[config.mk]
export PLATFORM = sky130hd
export DESIGN_NAME = search_dist_tuner
export DESIGN_NICKNAME = d
export VERILOG_FILES = /design/src/rtl/search_dist_tuner.sv
export SDC_FILE = /design/constraint.sdc
export NUM_CORES = 1
export LEC_CHECK = 0
export BUFFER_PORTS_ARGS = -buffer_cell sky130_fd_sc_hd__buf_2
export CORE_ASPECT_RATIO = 0.7
export CORE_MARGIN = 3
export CORE_UTILIZATION = 55
export DETAILED_ROUTE_END_ITERATION = 16
export GPL_TIMING_DRIVEN = 0
export PLACE_DENSITY_LB_ADDON = 0.05
export SYNTH_ARGS = -nofsm -noshare
export SYNTH_HDL_FRONTEND = slang
export SYNTH_SLANG_ARGS = --single-unit
[constraint.sdc]
create_clock -name clk -period 4.5 [get_ports clk]
set_clock_uncertainty 0.05 [all_clocks]
set_input_delay 0.45 -clock clk [delete_from_list [all_inputs] [get_ports clk]]
set_output_delay 0.45 -clock clk [all_outputs]
set_load 0.01 [all_outputs]
[src/rtl/search_dist_tuner.sv]
module search_dist_tuner #(
  parameter int DIST_W    = 7,
  parameter int COST_W    = 24,
  parameter int MAX_DIST  = 64,
  parameter int INIT_DIST = 5,
  parameter int INIT_STEP = 10
) (
  input  logic              clk,
  input  logic              rst_n,
  input  logic              frame_start,
  input  logic              frame_end,
  input  logic [COST_W-1:0] frame_cost,
  input  logic              restart,
  output logic [DIST_W-1:0] dist_out
);

  localparam int SUM_W = DIST_W + 1;
  localparam logic [DIST_W-1:0] D_MAX  = DIST_W'(MAX_DIST);
  localparam logic [DIST_W-1:0] D_INIT = DIST_W'(INIT_DIST);
  localparam logic [DIST_W-1:0] S_INIT = DIST_W'(INIT_STEP);

  logic [DIST_W-1:0] base_q, step_q, base_n, step_n;
  logic [1:0]        phase_q, phase_n;
  logic [COST_W-1:0] cost0_q, cost1_q;
  logic              last_frame;

  function automatic logic [DIST_W-1:0] trial(input logic [DIST_W-1:0] b,
                                              input logic [DIST_W-1:0] s,
                                              input logic [1:0]        p);
    logic [SUM_W-1:0] up;
    up = {1'b0, b} + {1'b0, s};
    case (p)
      2'd1:    trial = (up > {1'b0, D_MAX}) ? D_MAX : up[DIST_W-1:0];
      2'd2:    trial = (b > s) ? b - s : '0;
      default: trial = b;
    endcase
  endfunction

  assign last_frame = (phase_q == 2'd2);

  logic [1:0] win;
  always_comb begin
    if (cost0_q <= cost1_q && cost0_q <= frame_cost) win = 2'd0;
    else if (cost1_q <= frame_cost)                  win = 2'd1;
    else                                             win = 2'd2;
  end

  always_comb begin
    base_n  = base_q;
    step_n  = step_q;
    phase_n = phase_q;
    if (restart) begin
      base_n  = D_INIT;
      step_n  = S_INIT;
      phase_n = 2'd0;
    end else if (frame_end) begin
      if (last_frame) begin
        base_n  = trial(base_q, step_q, win);
        step_n  = (step_q > DIST_W'(1)) ? (step_q >> 1) : DIST_W'(1);
        phase_n = 2'd0;
      end else begin
        phase_n = phase_q + 2'd1;
      end
    end
  end

  always_ff @(posedge clk or negedge rst_n) begin
    if (!rst_n) begin
      base_q   <= D_INIT;
      step_q   <= S_INIT;
      phase_q  <= 2'd0;
      cost0_q  <= '0;
      cost1_q  <= '0;
      dist_out <= D_INIT;
    end else begin
      base_q  <= base_n;
      step_q  <= step_n;
      phase_q <= phase_n;
      if (frame_end && !restart && phase_q == 2'd0) cost0_q <= frame_cost;
      if (frame_end && !restart && phase_q == 2'd1) cost1_q <= frame_cost;
      if (frame_start) dist_out <= trial(base_n, step_n, phase_n);
    end
  end

endmodule


==> impl_metrics.csv <==
group,metric,value,unit
run_status,status,"finished, violations left",
run_status,violations,"setup timing",
pwr,power,2.514,mW
logic_synthesis,ys_warn_count,0,
global_route,grt_max_degree,72,
die,rows,31,
die,fp.dieH,94.28,µm
place,portBuffers,35,
logic_synthesis,yosysTopAreaCell,"dfrtp_1",
global_route,grt_pass1_vias,5516,
die,die_area,12460,µm²
clock_network,path_clk_slew,60,ps
die,start_util,0.5783,
global_route,grt-ovfl-total,0,
setup_path,crit_chain,"ha_4 > fa_2 > nor2b_4 > o311ai_2 > o22ai_1 > a311oi_2 > a2111oi_4 > buf_4 > nor2_4 > nor3_2 > or3_4 > ha_4 > fa_2 > nor2b_4 > o31a_1 > o21bai_2 > a21oi_1 > or3_4 > a221o_1 > a31oi_1 > o21ai_1",
setup_path,critPathKind,"reg -> reg",
pwr,vdd_drop_max,0.0002694,V
setup_path,critPathCaptureType,"flop",
pwr,leakagePower,3.415,nW
drt,drt.antenna.violating_nets,0,
clock_network,clock_tree.root_cell,"clkbuf_16",
layout,final_common_cell,"ha_1",
layout,fill_cells,832,
logic_synthesis,synth_edf_count,0,
logic_synthesis,yosysSeqAreaShare,0.2914,
logic_synthesis,syn-cell-area,6123,µm²
clock_network,cts.sinks,71,
layout,n_antenna_cell,0,
die,io_pins,36,
place,gp_congestion,0.9001,
setup_path,path_delay_family,"compound AO/OA/AOI/OAI gates",
layout,layout_common_cells,"ha_1 (90), inv_1 (82), dfrtp_1 (64)",
setup_path,critPathBufInv,1,
drt,met1_length,8568,µm
setup_path,cp_data_arrival_time,5340,ps
global_route,grt_pass1_wl,27970,µm
place,dp_hpwl,12830,µm
drt,drt-total-wl,17140,µm
logic_synthesis,yosysUniqueCellTypes,70,
setup_path,worst_path_largest_cell_delay,410,ps
setup_path,cp.required,4670,ps
drt,drc,0,
timing,max_freq,193.5,MHz
logic_synthesis,synth-seq-cells,71,
timing,hold_viol,0,
timing,setup_viol,7,
clock_network,clk_latency,340,ps
drt,num_vias,5597,
setup_path,cpMaxStageDelayCell,"dfrtp_1",
timing,rsz0062_at_grt,"true",
drt,dr.pass1.iters,5,
layout,multi_input_area,4444,µm²
drt,vias_per_cell,6.044,
layout,regArea,1785,µm²
logic_synthesis,synth_top_area_share,0.2656,
logic_synthesis,ys.flop_type,"dfrtp_1",
setup_path,startpoint_type,"flop",
worst_hold_path,min_path_type,"in -> async",
drt,first_iter_violations,426,
global_route,grt_use_total,0.2828,
timing,tightest_slew,1065,ps
clock_network,cts_max_path_buffers,2,
layout,drive_above_1_share,0.2545,
clock_network,ctsHtreeMaxLevel,3,
setup_path,worstPathMaxFanout,4,
clock_network,tritoncts,"yes",
run,maxCapViolCount,0,
timing,maxSlewViolCount,0,
timing,relSlewSlack,0.2848,
drt,detail_route.wl_per_cell,18.51,µm
global_route,antenna_found_initial,0,
timing,postLayoutSetupSlackWorst,-668.2,ps
clock_network,cts_hold_buf,0,
drt,met3_length,1394,µm
layout,syn_to_final_growth,23.44,%
drt,dr.max_layer_used,"met4",
die,core_area,10590,µm²
logic_synthesis,syn_area_per_cell,8.785,µm²
timing,min_period_over_period,1.148,
layout,final_nets,908,
die,chipWidth,132.1,µm
pwr,pwr_density_cell,332.6,nW/µm²
logic_synthesis,synthCells,697,
logic_synthesis,async_flop_share,1.000,
clock_network,cts_inserted_buffers,9,
drt,wl_met2,6958,µm
timing,fin_setup_tns,-4052,ps
timing,fin_crit,5168,ps
logic_synthesis,synth_fp_nets,832,
logic_synthesis,ys_top_cells_by_area,"dfrtp_1 (27%), ha_1 (21%), inv_1 (5.3%), o21ai_0 (4.7%), a21oi_1 (4.4%)",
cell type report:
class,instances,share of cell area
clock inverters,3,0.002649
inverters,87,0.04403
clock buffers,13,0.03311
well taps,148,0.02450
repair buffers,67,0.05628
flip-flops and latches,71,0.2362
plain buffers,17,0.01523
multi-input cells,520,0.5880
cell families (layout without fill, tap and decap cells):
kind of cell             count (synthesis)  after routing  synth area share
XOR/XNOR                                 5              5          0.007153
buffers and inverters                  106            187           0.06743
multiplexers                            26             26           0.04741
AO/OA/AOI/OAI                          197            197            0.2115
flip-flops                              71             71            0.2914
AND/OR/NAND/NOR                        186            186            0.1537
adder cells (fa/ha/maj)                106            106            0.2215
where the power goes:
part / total (mW) / switching, mW / internal [mW] / leakage (nW)
sequential: 0.859 / 0.0956 / 0.763 / 0.864
clock: 0.667 / 0.279 / 0.388 / 0.126
combinational: 0.988 / 0.547 / 0.442 / 2.42
total: 2.51 / 0.921 / 1.59 / 3.41
worst paths after layout:
check / start / end / slack [ps] / cells after the start
max reg2reg: step_q[0]$_DFF_PN0_ / dist_out[6]$_DFFE_PN0P_ / -670 / 21
min reg2reg: dist_out[0]$_DFFE_PN1P_ / dist_out[0]$_DFFE_PN1P_ / 450 / 2
max: step_q[0]$_DFF_PN0_ / dist_out[6]$_DFFE_PN0P_ / -670 / 21
max in group asynchronous: rst_n / step_q[2]$_DFF_PN0_ / 3560 / 1
min: rst_n / cost0_q[13]$_DFFE_PN0P_ / 200 / 1
min in group clk: frame_cost[10] / cost1_q[10]$_DFFE_PN0P_ / 290 / 3
Yosys cell counts (4+ instances only):
cell,instances
ha_1,102
o21ai_0,57
nand4_1,17
inv_1,87
nor2b_1,15
mux2_2,24
nor3_1,12
a211oi_1,8
nand2_1,54
a31oi_1,7
nand2b_1,9
nor4_1,4
or2_2,6
nor2_1,36
clkbuf_1,16
nand3_1,11
or3_1,4
a21o_1,4
a221oi_1,4
a21boi_0,4
fa_1,4
dfrtp_1,65
o31ai_1,4
o31a_1,4
a21oi_1,54
dfstp_2,6
o211ai_1,5
nand3b_1,4
flip-flops by register name (all words and copies together), names as in the netlist:
register / cells
cost0_q: 24
cost1_q: 24
base_q: 7
dist_out: 7
step_q: 7
phase_q: 2
timing repair:
action,4_1_cts,5_1_grt
hold endpoints to repair,0,0
pin swaps,49,15
gates resized for setup,63,11
setup buffers,29,3
endpoints found under the setup margin,7,7
through the flow:
stage	utilization	std cells	worst slack [ps]	cell area, µm²	hold slack, ps
3_3_place_gp	0.6270	880	-1232	6639	426.4
3_5_place_dp	0.6272	880	-1292	6641	429.4
4_1_cts	0.7077	924	-527.3	7493	232.0
6_report	0.7138	926	-668.2	7559	195.6
5_1_grt	0.7138	926	-813.8	7559	271.6
2_1_floorplan	-	697	-259.4	6279	104.4
metal layers:
metal  vias to the layer above  global-route usage
met5                         -                   0
met3                        22             0.06370
met1                      2685              0.4242
li1                       2671                   -
met2                       219              0.4078
met4                         0             0.07430
No activity file was read; power rests on OpenSTA's default activity.
